===== src/rtl/rpt_pkg.sv =====
package rpt_pkg;
  typedef enum logic [2:0] {
    REG_PRT      = 3'd0,
    REG_TRIG_OFF = 3'd1,
    REG_TRIG_WID = 3'd2,
    REG_GATE_DLY = 3'd3,
    REG_RX_LEN   = 3'd4,
    REG_GROUP    = 3'd5,
    REG_CTRL     = 3'd6,
    REG_STATUS   = 3'd7
  } reg_addr_e;

  localparam int CTRL_RUN_BIT   = 0;
  localparam int CTRL_FILT_BIT  = 1;
  localparam int STATUS_IRQ_BIT = 0;
  localparam int NUM_WIN        = 2;
endpackage


===== src/rtl/rpt_cfg_regs.sv =====
module rpt_cfg_regs
  import rpt_pkg::*;
#(
  parameter int CW = 16
) (
  input  logic          clk,
  input  logic          rst_n,
  input  logic          we,
  input  logic [2:0]    addr,
  input  logic [CW-1:0] wdata,
  input  logic          load,
  output logic          run_req,
  output logic [CW-1:0] a_prt,
  output logic [CW-1:0] a_toff,
  output logic [CW-1:0] a_tw,
  output logic [CW-1:0] a_gd,
  output logic [CW-1:0] a_len,
  output logic [CW-1:0] a_grp,
  output logic          a_filt,
  output logic          err,
  output logic          irq_clr
);
  logic [CW-1:0] s_prt, s_toff, s_tw, s_gd, s_len, s_grp;
  logic          s_filt, s_bad;

  always_ff @(posedge clk) begin
    if (!rst_n) begin
      s_prt <= '0; s_toff <= '0; s_tw <= '0; s_gd <= '0;
      s_len <= '0; s_grp <= '0; s_filt <= 1'b0; run_req <= 1'b0;
    end else if (we) begin
      case (addr)
        REG_PRT:      s_prt  <= wdata;
        REG_TRIG_OFF: s_toff <= wdata;
        REG_TRIG_WID: s_tw   <= wdata;
        REG_GATE_DLY: s_gd   <= wdata;
        REG_RX_LEN:   s_len  <= wdata;
        REG_GROUP:    s_grp  <= wdata;
        REG_CTRL: begin
          run_req <= wdata[CTRL_RUN_BIT];
          s_filt  <= wdata[CTRL_FILT_BIT];
        end
        default: ;
      endcase
    end
  end

  assign irq_clr = we && (addr == REG_STATUS) && wdata[STATUS_IRQ_BIT];

  always_comb begin
    s_bad = (s_prt < CW'(2)) || (s_grp == '0)
         || (({1'b0, s_toff} + {1'b0, s_tw}) > {1'b0, s_prt})
         || (({1'b0, s_gd} + {1'b0, s_len}) > {1'b0, s_prt});
  end

  always_ff @(posedge clk) begin
    if (!rst_n) begin
      a_prt <= '0; a_toff <= '0; a_tw <= '0; a_gd <= '0;
      a_len <= '0; a_grp <= '0; a_filt <= 1'b0; err <= 1'b0;
    end else if (load) begin
      a_prt <= s_prt; a_toff <= s_toff; a_tw <= s_tw; a_gd <= s_gd;
      a_len <= s_len; a_grp <= s_grp; a_filt <= s_filt; err <= s_bad;
    end
  end
endmodule


===== src/rtl/rpt_timer.sv =====
module rpt_timer #(
  parameter int CW = 16
) (
  input  logic          clk,
  input  logic          rst_n,
  input  logic          run_req,
  input  logic [CW-1:0] prt,
  output logic          running,
  output logic [CW-1:0] cnt,
  output logic          load,
  output logic          pulse_start
);
  logic boundary;

  assign boundary    = ({1'b0, cnt} + 1'b1) >= {1'b0, prt};
  assign load        = run_req && (!running || boundary);
  assign pulse_start = running && (cnt == '0);

  always_ff @(posedge clk) begin
    if (!rst_n) begin
      running <= 1'b0;
      cnt     <= '0;
    end else if (!running) begin
      running <= run_req;
      cnt     <= '0;
    end else if (boundary) begin
      running <= run_req;
      cnt     <= '0;
    end else begin
      cnt <= cnt + 1'b1;
    end
  end

  assert_cnt_bound_R1: assert property (@(posedge clk) disable iff (!rst_n)
    (running && prt >= CW'(2)) |-> (cnt < prt));
endmodule


===== src/rtl/rpt_window.sv =====
module rpt_window #(
  parameter int CW = 16
) (
  input  logic          en,
  input  logic [CW-1:0] cnt,
  input  logic [CW-1:0] start,
  input  logic [CW-1:0] len,
  output logic          active
);
  assign active = en && (cnt >= start)
               && ({1'b0, cnt} < ({1'b0, start} + {1'b0, len}));
endmodule


===== src/rtl/rpt_group.sv =====
module rpt_group #(
  parameter int CW    = 16,
  parameter int DECIM = 6
) (
  input  logic            clk,
  input  logic            rst_n,
  input  logic            restart,
  input  logic            pulse_start,
  input  logic            ok,
  input  logic [CW-1:0]   grp_n,
  input  logic [CW-1:0]   rx_len,
  input  logic            filt,
  input  logic            irq_clr,
  output logic            irq,
  output logic            irq_flag,
  output logic [2*CW-1:0] xfer_len
);
  localparam int XW = 2 * CW;
  localparam logic [CW-1:0] DIV = CW'(DECIM);

  logic [CW-1:0] grp;
  logic [CW-1:0] per_pulse;

  assign irq = pulse_start && ok && (grp == '0);

  always_ff @(posedge clk) begin
    if (!rst_n || restart) begin
      grp <= '0;
    end else if (pulse_start && ok) begin
      grp <= (({1'b0, grp} + 1'b1) >= {1'b0, grp_n}) ? '0 : grp + 1'b1;
    end
  end

  always_ff @(posedge clk) begin
    if (!rst_n)       irq_flag <= 1'b0;
    else if (irq)     irq_flag <= 1'b1;
    else if (irq_clr) irq_flag <= 1'b0;
  end

  assign per_pulse = filt ? (rx_len / DIV) : rx_len;
  assign xfer_len  = XW'(grp_n) * XW'(per_pulse);

  assert_irq_on_strobe_R5: assert property (@(posedge clk) disable iff (!rst_n)
    irq |-> pulse_start);
  assert_irq_single_R5: assert property (@(posedge clk) disable iff (!rst_n)
    irq |=> !irq);
  assert_flag_sets_R6: assert property (@(posedge clk) disable iff (!rst_n)
    irq |=> irq_flag);
endmodule


===== src/rtl/radar_pulse_timer.sv =====
module radar_pulse_timer
  import rpt_pkg::*;
#(
  parameter int CNT_W  = 16,
  parameter int DATA_W = 32,
  parameter int DECIM  = 6
) (
  input  logic               clk,
  input  logic               rst_n,
  input  logic               cfg_we,
  input  logic [2:0]         cfg_addr,
  input  logic [CNT_W-1:0]   cfg_wdata,
  input  logic               rx_in_valid,
  output logic               rx_in_ready,
  input  logic [DATA_W-1:0]  rx_in_data,
  output logic               rx_out_valid,
  input  logic               rx_out_ready,
  output logic [DATA_W-1:0]  rx_out_data,
  output logic               prt_strobe,
  output logic               amp_trig,
  output logic               rx_gate,
  output logic               irq,
  output logic               irq_flag,
  output logic               cfg_error,
  output logic [2*CNT_W-1:0] xfer_len
);
  logic             run_req, a_filt, err, irq_clr;
  logic [CNT_W-1:0] a_prt, a_toff, a_tw, a_gd, a_len, a_grp;
  logic             running, load, pulse_start, ok;
  logic [CNT_W-1:0] cnt;
  logic [CNT_W-1:0] win_start [NUM_WIN];
  logic [CNT_W-1:0] win_len   [NUM_WIN];
  logic [NUM_WIN-1:0] win_act;

  rpt_cfg_regs #(.CW(CNT_W)) u_regs (
    .clk(clk), .rst_n(rst_n), .we(cfg_we), .addr(cfg_addr), .wdata(cfg_wdata),
    .load(load), .run_req(run_req), .a_prt(a_prt), .a_toff(a_toff), .a_tw(a_tw),
    .a_gd(a_gd), .a_len(a_len), .a_grp(a_grp), .a_filt(a_filt), .err(err),
    .irq_clr(irq_clr)
  );

  rpt_timer #(.CW(CNT_W)) u_timer (
    .clk(clk), .rst_n(rst_n), .run_req(run_req), .prt(a_prt),
    .running(running), .cnt(cnt), .load(load), .pulse_start(pulse_start)
  );

  assign ok = running && !err;

  assign win_start[0] = a_toff;
  assign win_len[0]   = a_tw;
  assign win_start[1] = a_gd;
  assign win_len[1]   = a_len;

  for (genvar w = 0; w < NUM_WIN; w++) begin : g_win
    rpt_window #(.CW(CNT_W)) u_win (
      .en(ok), .cnt(cnt), .start(win_start[w]), .len(win_len[w]),
      .active(win_act[w])
    );
  end

  rpt_group #(.CW(CNT_W), .DECIM(DECIM)) u_group (
    .clk(clk), .rst_n(rst_n), .restart(load && !running),
    .pulse_start(pulse_start), .ok(ok), .grp_n(a_grp), .rx_len(a_len),
    .filt(a_filt), .irq_clr(irq_clr), .irq(irq), .irq_flag(irq_flag),
    .xfer_len(xfer_len)
  );

  assign prt_strobe   = pulse_start && !err;
  assign amp_trig     = win_act[0];
  assign rx_gate      = win_act[1];
  assign cfg_error    = err;
  assign rx_out_valid = rx_in_valid && rx_gate;
  assign rx_in_ready  = rx_gate ? rx_out_ready : 1'b1;
  assign rx_out_data  = rx_in_data;

  assert_strobe_single_R1: assert property (@(posedge clk) disable iff (!rst_n)
    prt_strobe |=> !prt_strobe);
  assert_drop_outside_R3: assert property (@(posedge clk) disable iff (!rst_n)
    !rx_gate |-> (!rx_out_valid && rx_in_ready));
  assert_backpressure_R4: assert property (@(posedge clk) disable iff (!rst_n)
    rx_gate |-> (rx_in_ready == rx_out_ready));
  assert_idle_quiet_R9: assert property (@(posedge clk) disable iff (!rst_n)
    !running |-> (!prt_strobe && !amp_trig && !rx_gate));
  assert_err_quiet_R10: assert property (@(posedge clk) disable iff (!rst_n)
    cfg_error |-> (!prt_strobe && !amp_trig && !rx_gate && !irq));
endmodule


===== config.mk =====
export PLATFORM = sky130hd
export DESIGN_NAME = radar_pulse_timer
export DESIGN_NICKNAME = d
export VERILOG_FILES = /design/src/rtl/rpt_pkg.sv /design/src/rtl/rpt_cfg_regs.sv /design/src/rtl/rpt_timer.sv /design/src/rtl/rpt_window.sv /design/src/rtl/rpt_group.sv /design/src/rtl/radar_pulse_timer.sv
export SDC_FILE = /design/constraint.sdc
export NUM_CORES = 1
export LEC_CHECK = 0
export ABC_AREA = 0
export BUFFER_PORTS_ARGS = -buffer_cell sky130_fd_sc_hd__buf_4
export CORE_MARGIN = 2
export CORE_UTILIZATION = 45
export CTS_CLUSTER_DIAMETER = 60
export DETAILED_ROUTE_END_ITERATION = 10
export PLACE_DENSITY = 0.69
export SYNTH_ARGS = -nofsm -noshare
export SYNTH_HDL_FRONTEND = slang
export SYNTH_SLANG_ARGS = --single-unit

===== constraint.sdc =====
create_clock -name clk -period 13.5 [get_ports clk]
set_input_delay 1.35 -clock clk [delete_from_list [all_inputs] [get_ports clk]]
set_output_delay 1.35 -clock clk [all_outputs]
set_load 0.05 [all_outputs]

; Yosys cells after proc, flatten, opt, wreduce, memory -nomap -nowiden
; Index checks and enable logic that the tools add are counted.
[totals]
regBits = 230
inputBits = 56
out_inout_bits = 72
elab_cells = 90
[op_classes]
n_addsub = 8
mul = 1
n_div = 1
n_lt_le_gt_ge = 9
eq_ne = 7
muxes = 7
n_bitwise = 2
reduce_logical = 35
[ops]
columns = operator, n
row1 = $add A16 B16 Y17, 4
row2 = $logic_not A16 Y1, 3
row3 = $add A16 B1 Y17 const B, 2
row4 = $ge A17 B16 Y1, 2
row5 = $gt A17 B16 Y1, 2
row6 = $lt A16 B17 Y1, 2
row7 = $add A16 B1 Y16 const B, 2
row8 = $ge A16 B16 Y1, 2
row9 = $mul A16 B16 Y32, 1
row10 = $mux W16, 2
row11 = $div A16 B3 Y16 const B, 1
row12 = $lt A16 B2 Y1 const B, 1
row13 = $logic_and A1 B1 Y1, 14
row14 = $reduce_and A2 Y1, 7
row15 = $eq A3 B3 Y1 const B, 4
row16 = $eq A3 B2 Y1 const B, 2
row17 = $logic_or A1 B1 Y1, 5
row18 = $mux W1, 5
row19 = $eq A3 B1 Y1 const B, 1
row20 = $logic_not A1 Y1, 3
row21 = $logic_not A3 Y1, 1
row22 = $reduce_or A3 Y1, 1
row23 = $not A1 Y1, 2
row24 = $reduce_bool A2 Y1, 1

; Depth between registers and ports, before layout
; Gate-level depths: netlist of run 1.
[logic_depth]
word_depth = 6
mapped_depth = 40
depth_no_buf = 35

; By module
; From an unflattened synthesis of run 1, not the netlist that was laid out.
[unflattened]
hier_cells = 3018
area_unflattened_um2 = 25380.6
[by_module_without_submodules]
columns = mod, n_inst, cells_per_inst, area_each_um2, seq_area_each_um2
row1 = rpt_group, 1, 1396, 11285.8, 340.3
row2 = rpt_cfg_regs, 1, 1052, 9542.9, 3923.8
row3 = rpt_window at g_win[1].u_win, 1, 193, 1486.4, 0.0
row4 = rpt_window at g_win[0].u_win, 1, 193, 1485.2, 0.0
row5 = rpt_timer, 1, 147, 1306.3, 340.3
row6 = radar_pulse_timer, 1, 37, 274.0, 0.0

; Least setup slack after synthesis of run 1
; No wires, ideal clock.
[synth_path]
path_type = flip-flop to output port
from = register u_regs.a_len[11]
to = output port xfer_len[28]
arrival_ns = 9.457
required_time_ns = 12.150
slack_ns = 2.693
stages_incl_launch_ff = 35
n_path_buf = 3
cell_sequence = dfxtp_1 or4b_4 mux2i_4 o2bb2ai_2 and2_1 buf_2 and3_1 a2111o_1 a31oi_4 buf_6 nor4_1 nor4b_4 a22oi_1 o221ai_1 buf_2 nand3_1 fa_1 inv_1 fa_1 fa_1 fa_1 inv_1 fa_1 fa_1 inv_1 ha_1 a21oi_1 o21bai_1 a21o_1 a21o_1 a21o_1 or3_1 a31oi_1 nor3_1 a211oi_1
[synth_via]
elab_chain_len = 3
[synth_rtl]
columns = item, line
row1 = "start, declared", rpt_cfg_regs.sv:17  ; output logic [CW-1:0] a_len,
row2 = "start signal, assigned", rpt_cfg_regs.sv:58  ; a_len <= '0; a_grp <= '0; a_filt <= 1'b0; err <= 1'b0;
row3 = "start signal, assigned", rpt_cfg_regs.sv:61  ; a_len <= s_len; a_grp <= s_grp; a_filt <= s_filt; err <= s_bad;
row4 = $div A16 B3 Y16, rpt_group.sv:40  ; assign per_pulse = filt ? (rx_len / DIV) : rx_len;
row5 = $mux W16 (*), rpt_group.sv:40
row6 = $mul A16 B16 Y32 (*), rpt_group.sv:41  ; assign xfer_len = XW'(grp_n) * XW'(per_pulse);
row7 = "end, declared", radar_pulse_timer.sv:25  ; output logic [2*CNT_W-1:0] xfer_len
; Every way passes the cells marked *; elsewhere a longest branch is shown, timed or not.

; Worst setup path after layout of run 1
[layout_path]
from = register u_regs.a_len[15]
to = output port xfer_len[30]
; Same word-level chain as after synthesis.

==> results of run 1 <==
cell families after synthesis:
| kind of cell | share of synthesized area |
|---|---|
| and+or+nand+nor | 0.189 |
| adders and majority gates | 0.313 |
| AOI/OAI and AO/OA | 0.177 |
| DFF | 0.187 |
| buffers and inverters | 0.0884 |
| muxes | 0.00397 |
| xor gates and xnor gates | 0.0417 |
worst max path at each step:
stage,start,slack [ps],end,cells after the start
after global placement,u_regs.a_len[15]$_SDFFE_PN0P_,1390,xfer_len[30],34
after CTS,u_regs.a_len[15]$_SDFFE_PN0P_,590,xfer_len[30],34
final,u_regs.a_len[15]$_SDFFE_PN0P_,990,xfer_len[30],34
after floorplan,u_regs.a_len[11]$_SDFFE_PN0P_,2690,xfer_len[28],34
after detailed placement,u_regs.a_len[15]$_SDFFE_PN0P_,1160,xfer_len[30],34
after global routing,u_regs.a_len[15]$_SDFFE_PN0P_,170,xfer_len[25],34
area by class of cell:
cell class / count / area (µm²)
Multi-Input combinational cell: 2273 / 17800
Clock buffer: 32 / 714
Inverter: 353 / 1330
Clock inverter: 15 / 166
Fill cell: 5183 / 27700
Sequential cell: 230 / 4600
Timing Repair Buffer: 88 / 661
Tap cell: 696 / 871
layout by cell type, fill, tap and decap left out, types with 46 or more instances in the layout:
cell / Yosys / final
fa_1: 198 / 198
xor2_1: 46 / 46
a21boi_0: 195 / 195
buf_4: 34 / 88
and2_1: 57 / 57
o21ai_0: 59 / 59
dfxtp_1: 230 / 230
nand3_1: 61 / 61
inv_1: 352 / 352
a21oi_1: 130 / 129
xnor2_1: 71 / 71
nor2_1: 69 / 68
a21o_1: 67 / 67
nand2_1: 658 / 658
ha_1: 298 / 298
synth_stat cells, types with 46 or more instances:
| cell type | n |
|---|---|
| ha_1 | 298 |
| inv_1 | 352 |
| a21boi_0 | 195 |
| clkbuf_1 | 132 |
| nor2_1 | 69 |
| and2_1 | 57 |
| xnor2_1 | 71 |
| a21oi_1 | 130 |
| xor2_1 | 46 |
| o21ai_0 | 59 |
| nand2_1 | 658 |
| a21o_1 | 67 |
| fa_1 | 198 |
| nand3_1 | 61 |
| dfxtp_1 | 230 |
registers in the layout, summed over array words and instances, names as in the netlist:
register / flops
u_regs.s_toff: 16
u_timer.running: 1
u_regs.a_gd: 16
u_regs.s_grp: 16
u_group.irq_flag: 1
u_group.grp: 16
u_regs.a_toff: 16
u_regs.a_grp: 16
u_regs.a_len: 16
u_regs.s_gd: 16
u_regs.a_tw: 16
u_regs.s_prt: 16
u_regs.run_req: 1
u_regs.s_tw: 16
u_regs.a_prt: 16
u_timer.cnt: 16
u_regs.err: 1
u_regs.s_len: 16
u_regs.a_filt: 1
u_regs.s_filt: 1
per-stage QoR:
stage | util | power (µW)
after global placement | 0.469 | 809
after CTS | 0.486 | 1540
after floorplan | - | 800
final | 0.486 | 1530
after detailed placement | 0.469 | 810
after global routing | 0.486 | 1580
worst max-delay path: cells and delay by family, from the launching register on:
| kind | cells | cell delay (ps) |
|---|---|---|
| AND/OR/NAND/NOR | 7 | 2000 |
| flip-flops | 1 | 770 |
| adder cells (fa/ha/maj) | 7 | 3370 |
| buffers and inverters | 5 | 720 |
| XOR/XNOR | 1 | 130 |
| AO/OA/AOI/OAI | 14 | 3650 |
per-layer routing:
metal,global-route usage,part of all wire,up-vias
met5,0,0,-
met4,0.0629,0.029,0
met3,0.0235,0.056,101
met2,0.357,0.45,507
met1,0.306,0.47,9685
li1,-,-,9877
report_power, final:
| part | internal [µW] | switching, µW |
|---|---|---|
| Clock | 434 | 301 |
| Sequential | 685 | 7.42 |
| Combinational | 41.8 | 61.6 |
==> results.md, run 1 <==
* Cts bufs inserted at 26
* Hold Crit Endpoint: u_regs.a_prt[14]$_SDFFE_PN0P_
* Worst r2r src: u_timer.cnt[3]$_SDFF_PP0_
* MaxCap Viol Count at 0
* Startpoint types: register
* Yosys top cell by area: dfxtp_1
* Antenna diodes at 0
* RSZ-0062 raised after global routing: false
* Die height at 238 µm
* Post-synth EDFFs at 0
* Worst EP required at 12150 ps
* Syn Inst Count at 3041
* Fin Setup TNS at 0 ps
* Placed cell area at 0.0253 mm²
* DPL Wire Length at 47.0 mm
* Setup Slack @ Placement at 1160 ps
* DRC Markers at 0
* CP max FO at 23
* Share of synthesized flip-flops with an asynchronous set or reset at 0
* Row count at 85
* Final nets at 3524
* Crit share post-route at 0.927
* Cell area power density at 58.5 mW/mm²
* Register-to-Register Path Depth at 16
* Worst min-delay path startpoint: u_regs.a_prt[14]$_SDFFE_PN0P_
* First-pass GRT wire length at 101 mm
* Initial antenna violation count at 1
* Netlist cell types at 84
* GRT overflow at 0
* CTS root buffer: clkbuf_16
* Final worst slack at 988 ps
* H-tree levels at 1
* Hold-fix buffers, CTS at 0
* Slew headroom at 0.217
* Final instance area at 0.0262 mm²
* Synth-to-Final Area Change at 6.50%
* Worst vdd ir at 83.1 µV
* Mapped cell area at 0.0246 mm²
* Most used cell, CP: fa_1
* RD Place Congestion at 0.910
* #FFs+latches synth at 230
* Pin count of the biggest net entering global routing at 99
* Worst Setup Path Type: reg2out
* Wire per inst at 16.7 µm
* CP arrival at 11160 ps
* Fin cells at 3687
* Vias at 20200
* CORE AREA at 0.0539 mm²
* Register clock-pin slew on the reported worst setup and hold paths at 60 ps
* Number of routed nets with antenna violations at 0
* Ranking of synthesized cells by area: dfxtp_1 19%, fa_1 16%, ha_1 15%
* Io pins at 128
* Synth Flop Type: dfxtp_1
* CTS resizes at 0
* Worst Max-Slew Pin Slew at 1170 ps
* DRT iter0 DRCs at 1206
* Reg2reg end: u_regs.err$_SDFFE_PN0P_
* Worst Setup End Kind: output pin
* Clk sinks at 230
* CTS tree: built
* Total Wirelength at 61.6 mm
* DR vias/cell at 5.47
* Total Routing Usage GR at 0.219
* Final Hold Vio Count at 0
* Standby leakage power at 0.0117 µW
* Hold crit path type: reg2reg
* Vias in the first global route at 19400
* Placed Cells at 3640
* Iteration count of the initial detailed-routing pass at 5
* R2R setup slack at 8230 ps
* Port Buffers at 63
* Max-slew violations at 0
* Max stage delay cell, worst path: dfxtp_1
* Mean Syn Cell Area at 8.09 µm²
* Status: completed
* Slowest stage delay, CP at 770 ps
* Clk_lat worst skew at 540 ps
* Worst hold slack at 463 ps
* Die area at 0.0565 mm²
* Post-Route Skew at 10.4 ps
* Synth top area share at 0.187
* Initial core utilization at 0.456
* Bufs on Longest Clock Path at 3
* Post-CTS Setup Bufs at 0
* Sequential share of the synthesized area at 0.187
* Die width at 238 µm
* Syn Nets at 3593
* Final setup viols at 0
* Achievable frequency at 79.9 MHz
* Ys Warns at 0
* Share of cells above drive strength 1 at 0.0575
* WHS Path Cells at 2
* Min Tclk post-route at 12510 ps
No activity file was read; power rests on OpenSTA's default activity.
==> run 2: changes to the inputs <==
--- a/config.mk
+++ b/config.mk
@@ -6,12 +6,13 @@
 export NUM_CORES = 1
 export LEC_CHECK = 0
 export ABC_AREA = 0
-export BUFFER_PORTS_ARGS = -buffer_cell sky130_fd_sc_hd__buf_4
 export CORE_MARGIN = 2
 export CORE_UTILIZATION = 45
 export CTS_CLUSTER_DIAMETER = 60
 export DETAILED_ROUTE_END_ITERATION = 10
-export PLACE_DENSITY = 0.69
+export DONT_BUFFER_PORTS = 1
+export PLACE_DENSITY = 0.67
+export REMOVE_ABC_BUFFERS = 1
 export SYNTH_ARGS = -nofsm -noshare
 export SYNTH_HDL_FRONTEND = slang
 export SYNTH_SLANG_ARGS = --single-unit
==> run 2 against run 1 <==
Die area unchanged. Combinational power down 21%. Global-route usage rose by 0.96 points. Non-clock buffer count shrank 54. Critical endpoint is now xfer_len[25]. Highest routed layer unchanged. Flip-flop and latch count unchanged. Register-to-register slack improved by 100 ps. Cell count fell by 1.5%. Worst setup slack improved by 87 ps. Via count about the same. Largest power group unchanged.
==> results.md, run 2 (same netlist as run 1, synthesis figures left out) <==
* RSZ-0062 raised after global routing: false
* GRT overflow at 0
* Final Power at 1560 µW
* Clock network power share at 0.505
* Most frequent cells in the layout: 658 x nand2_1, 352 x inv_1, 298 x ha_1
* DR vias/cell at 5.56
* Register clock-pin slew on the reported worst setup and hold paths at 60 ps
* Worst Setup Path Type: reg2out
* Register area at 0.00460 mm²
* Standby leakage power at 0.0114 µW
* Cts bufs inserted at 26
* Io pins at 128
* Worst EP required at 12150 ps
* CTS root buffer: clkbuf_16
* Row count at 85
* Startpoint types: register
* Share of cells above drive strength 1 at 0.0392
* RD Place Congestion at 0.905
* Die area at 0.0565 mm²
* Status: completed
* CP top delay family: compound AO/OA/AOI/OAI gates
* H-tree levels at 1
* Crit share post-route at 0.920
* Fin Setup TNS at 0 ps
* Initial antenna violation count at 0
* Pin count of the biggest net entering global routing at 216
* Worst Setup End Kind: output pin
* Worst vdd ir at 92.1 µV
* Final instance area at 0.0259 mm²
* CTS resizes at 0
* Antenna diodes at 0
* Bufs on Longest Clock Path at 3
* Placed Cells at 3586
* Vias at 20200
* Vias in the first global route at 20600
* CTS tree: built
* Worst Max-Slew Pin Slew at 1170 ps
* Fin cells at 3632
* Commonest non-fill, non-tap cell in the layout: nand2_1
* DRC Markers at 0
* Max stage delay cell, worst path: dfxtp_1
* DRT iter0 DRCs at 1587
* Slowest stage delay, CP at 800 ps
* MaxCap Viol Count at 0
* CP max FO at 23
* Combinational power share at 0.052
* Buf/Inv on CP at 8
* Slew headroom at 0.215
* Clk_lat worst skew at 570 ps
* CORE AREA at 0.0539 mm²
* Achievable frequency at 80.5 MHz
* Post-Route Skew at 26.3 ps
* Net Sw Power at 349 µW
* Multi-input logic area at 0.0179 mm²
* Clk sinks at 230
* Total Routing Usage GR at 0.228
* Total Wirelength at 63.6 mm
* Wire per inst at 17.5 µm
* Switch share at 0.224
* First-pass GRT wire length at 106 mm
* DPL Wire Length at 48.5 mm
* Max-slew violations at 0
* Initial core utilization at 0.456
* Die width at 238 µm
* Pint at 1210 µW
* Share of power burned in registers at 0.443
* Final setup viols at 0
* Final nets at 3470
* Iteration count of the initial detailed-routing pass at 5
* Hold-fix buffers, CTS at 0
* Final Hold Vio Count at 0
* Placed cell area at 0.0249 mm²
* Die height at 238 µm
* Min Tclk post-route at 12430 ps
* Synth-to-Final Area Change at 5.17%
* Hold crit path type: reg2reg
* Post-CTS Setup Bufs at 0
* Number of routed nets with antenna violations at 0
* Cell area power density at 60.4 mW/mm²
* CP arrival at 11080 ps
* Port Buffers at 0
* Fillers at 5176
run 2: layout make-up:
cell class	instances	share of cell area
Clock buffer	35	0.0280
Clock inverter	11	0.00900
Inverter	353	0.0512
Multi-Input combinational cell	2273	0.690
Sequential cell	230	0.178
Tap cell	696	0.0337
Timing Repair Buffer	34	0.00987
run 2: metrics by stage:
step                      hold slack, ps  utilization  setup WS [ps]
after floorplan                      441            -           2110
after global placement               451        0.462           2080
after detailed placement             459        0.462           1720
after CTS                            466        0.480           1150
after global routing                 497        0.480            391
final                                466        0.480           1070
run 2: per-layer routing:
metal | track usage | part of all wire
met5 | 0.00866 | 0
met4 | 0.0703 | 0.029
met3 | 0.0315 | 0.056
met2 | 0.399 | 0.48
met1 | 0.291 | 0.44
run 2: power by group through the flow:
stage                     Combinational (µW)  Clock, µW  Sequential, µW
after floorplan                         60.5          0             705
after global placement                  77.6          0             708
after detailed placement                80.2          0             708
after CTS                               80.9        802             693
after global routing                    90.3        825             694
final                                   81.2        789             693
run 2: worst paths after layout:
kind	endpoint	slack [ps]	startpoint	depth (start not counted)
setup / recovery	xfer_len[25]	1070	u_regs.a_len[15]$_SDFFE_PN0P_	35
hold / removal	u_regs.a_prt[3]$_SDFFE_PN0P_	470	u_regs.a_prt[3]$_SDFFE_PN0P_	2
setup reg to reg	u_regs.err$_SDFFE_PN0P_	8330	u_timer.cnt[3]$_SDFF_PP0_	17
hold reg to reg	u_regs.a_prt[3]$_SDFFE_PN0P_	470	u_regs.a_prt[3]$_SDFFE_PN0P_	2
run 2: worst register-to-register path, cell delays in order (launching register included):
cell and delay (ps):
dfxtp_1 640, nand3_1 180, nor3_1 410, and3_1 290, xor2_1 190, ha_1 270
nand4_1 210, nor3_1 80, nor2_1 110, o211ai_1 160, a221o_1 400, a21o_1 190
a21o_1 180, a221oi_1 320, nand2b_4 190, buf_4 810, nor3_1 180, a41oi_1 270
==> run 3: changes to the inputs <==
--- a/config.mk
+++ b/config.mk
@@ -7,11 +7,11 @@
 export LEC_CHECK = 0
 export ABC_AREA = 0
 export CORE_MARGIN = 2
-export CORE_UTILIZATION = 45
+export CORE_UTILIZATION = 55
 export CTS_CLUSTER_DIAMETER = 60
 export DETAILED_ROUTE_END_ITERATION = 10
 export DONT_BUFFER_PORTS = 1
-export PLACE_DENSITY = 0.67
+export PLACE_DENSITY = 0.77
 export REMOVE_ABC_BUFFERS = 1
 export SYNTH_ARGS = -nofsm -noshare
 export SYNTH_HDL_FRONTEND = slang
==> run 3 against run 2 <==
Clock skew is 3.4 ps higher. Count of clock-buffer cells in the layout is 1 higher. Routed wire length hardly changed. Combinational power is 0.5% higher. Sequential share of layout area is 0.12 points higher. Global-route usage is 4.5 points higher.
==> results.md, run 3 (same netlist as run 1, synthesis figures left out) <==
* Status: completed
* Fin util at 0.581
* DRC Markers at 0
* Initial antenna violation count at 0
* Max-slew violations at 0
* Total Routing Usage GR at 0.274
* H-tree levels at 1
* Iteration count of the initial detailed-routing pass at 5
* DR vias/cell at 5.82
* Commonest non-fill, non-tap cell in the layout: nand2_1
* Hold-fix buffers, CTS at 0
* CORE AREA at 0.0442 mm²
* Final setup viols at 0
* Vias in the first global route at 20800
* Min Tclk post-route at 12300 ps
* Standby leakage power at 0.0114 µW
* RSZ-0062 raised after global routing: false
* Worst Max-Slew Pin Slew at 1250 ps
* Final nets at 3468
* Register-to-Register Path Depth at 17
* Cell area power density at 59.4 mW/mm²
* DRT iter0 DRCs at 1450
* Number of routed nets with antenna violations at 0
* R2R setup slack at 8330 ps
* Share of cells above drive strength 1 at 0.0402
* CTS tree: built
* Worst min-delay path startpoint: u_regs.a_prt[8]$_SDFFE_PN0P_
* Final Hold Vio Count at 0
* WHS Path Cells at 2
* GRT overflow at 0
* Worst vdd ir at 89.7 µV
* Io pins at 128
* Fillers at 3838
* Post-Route Skew at 29.8 ps
* Clk sinks at 230
* CP max FO at 23
* Bufs on Longest Clock Path at 3
* Worst r2r src: u_timer.cnt[1]$_SDFF_PP0_
* Worst Setup End Kind: output pin
* Die width at 215 µm
* Antenna diodes at 0
* Vias at 20500
* Port Buffers at 0
* Worst EP required at 12150 ps
* Initial core utilization at 0.556
* Total Wirelength at 63.7 mm
* RD Place Congestion at 0.912
* Reg2reg end: u_regs.a_prt[3]$_SDFFE_PN0P_
* Fin Setup TNS at 0 ps
* Post-CTS Setup Bufs at 0
* Clk_lat worst skew at 570 ps
* Slowest stage delay, CP at 800 ps
* Register clock-pin slew on the reported worst setup and hold paths at 60 ps
* Final Power at 1530 µW
* Worst Setup Path Type: reg2out
* Crit share post-route at 0.911
* Max stage delay cell, worst path: dfxtp_1
* Startpoint types: register
* Hold Crit Endpoint: u_regs.a_prt[8]$_SDFFE_PN0P_
* CTS resizes at 0
* CTS root buffer: clkbuf_16
* Most frequent cells in the layout: 658 x nand2_1, 352 x inv_1, 298 x ha_1
* Die area at 0.0464 mm²
* Die height at 215 µm
* DPL Wire Length at 48.4 mm
* Hold crit path type: reg2reg
* Achievable frequency at 81.3 MHz
* First-pass GRT wire length at 105 mm
* Row count at 77
* MaxCap Viol Count at 0
* Wire per inst at 18.0 µm
* Cts bufs inserted at 27
* Synth-to-Final Area Change at 4.45%
* Slew headroom at 0.161
* Pin count of the biggest net entering global routing at 216
* CP arrival at 10950 ps
## run 3: cell count changes in the layout (fill, tap and decap cells not counted), sizes merged
cell,previous run,this run
buf,34,31
bufinv,6,2
clkbuf,35,36
clkinv,4,7
inv,353,355
## run 3: final cells by class
cell class              instances  area (µm²)  area share
clock buffers                  36         779      0.0303
clock inverters                12         146     0.00570
inverters                     353        1330      0.0516
multi-input cells            2273       17900       0.695
flip-flops and latches        230        4600       0.179
well taps                     592         741      0.0288
repair buffers                 31         233     0.00906
## run 3: metal layers
metal | vias to the layer above | wire, µm | GRT usage
li1 | 9737 | - | -
met1 | 9874 | 25900 | 0.336
met2 | 754 | 31000 | 0.487
met3 | 165 | 4400 | 0.0428
met4 | 2 | 2330 | 0.0945
met5 | - | 28 | 0.0104
## run 3: stage by stage
stage | hold slack (ps) | worst slack (ps) | cells | instance area (µm²)
floorplan | 441 | 2110 | 2856 | 23700
global placement | 453 | 2210 | 3479 | 24800
detailed placement | 457 | 1850 | 3479 | 24800
CTS | 465 | 1270 | 3527 | 25700
global route | 487 | 354 | 3527 | 25700
finish | 463 | 1200 | 3527 | 25700
## run 3: power breakdown
part / switching, µW / internal (µW)
registers: 7.54 / 686
logic: 45.0 / 36.6
clock network: 304 / 446
total: 357 / 1170
## run 3: worst max path at each step
stage | startpoint | to | cells past startpoint
3_5_place_dp | u_regs.a_len[15]$_SDFFE_PN0P_ | xfer_len[25] | 34
3_3_place_gp | u_regs.a_len[15]$_SDFFE_PN0P_ | xfer_len[25] | 34
4_1_cts | u_regs.a_len[15]$_SDFFE_PN0P_ | xfer_len[25] | 34
2_1_floorplan | u_regs.a_len[14]$_SDFFE_PN0P_ | xfer_len[28] | 30
5_1_grt | u_regs.a_len[15]$_SDFFE_PN0P_ | xfer_len[25] | 35
6_report | u_regs.a_len[15]$_SDFFE_PN0P_ | xfer_len[25] | 34
## run 3: critical path, delay by kind of cell (launching register included)
kind	cells	cell delay (ps)
adders and majority gates	7	3380
xor gates and xnor gates	1	140
muxes	1	400
DFF	1	800
buffers and inverters	8	1090
AOI/OAI and AO/OA	14	3870
and+or+nand+nor	3	700
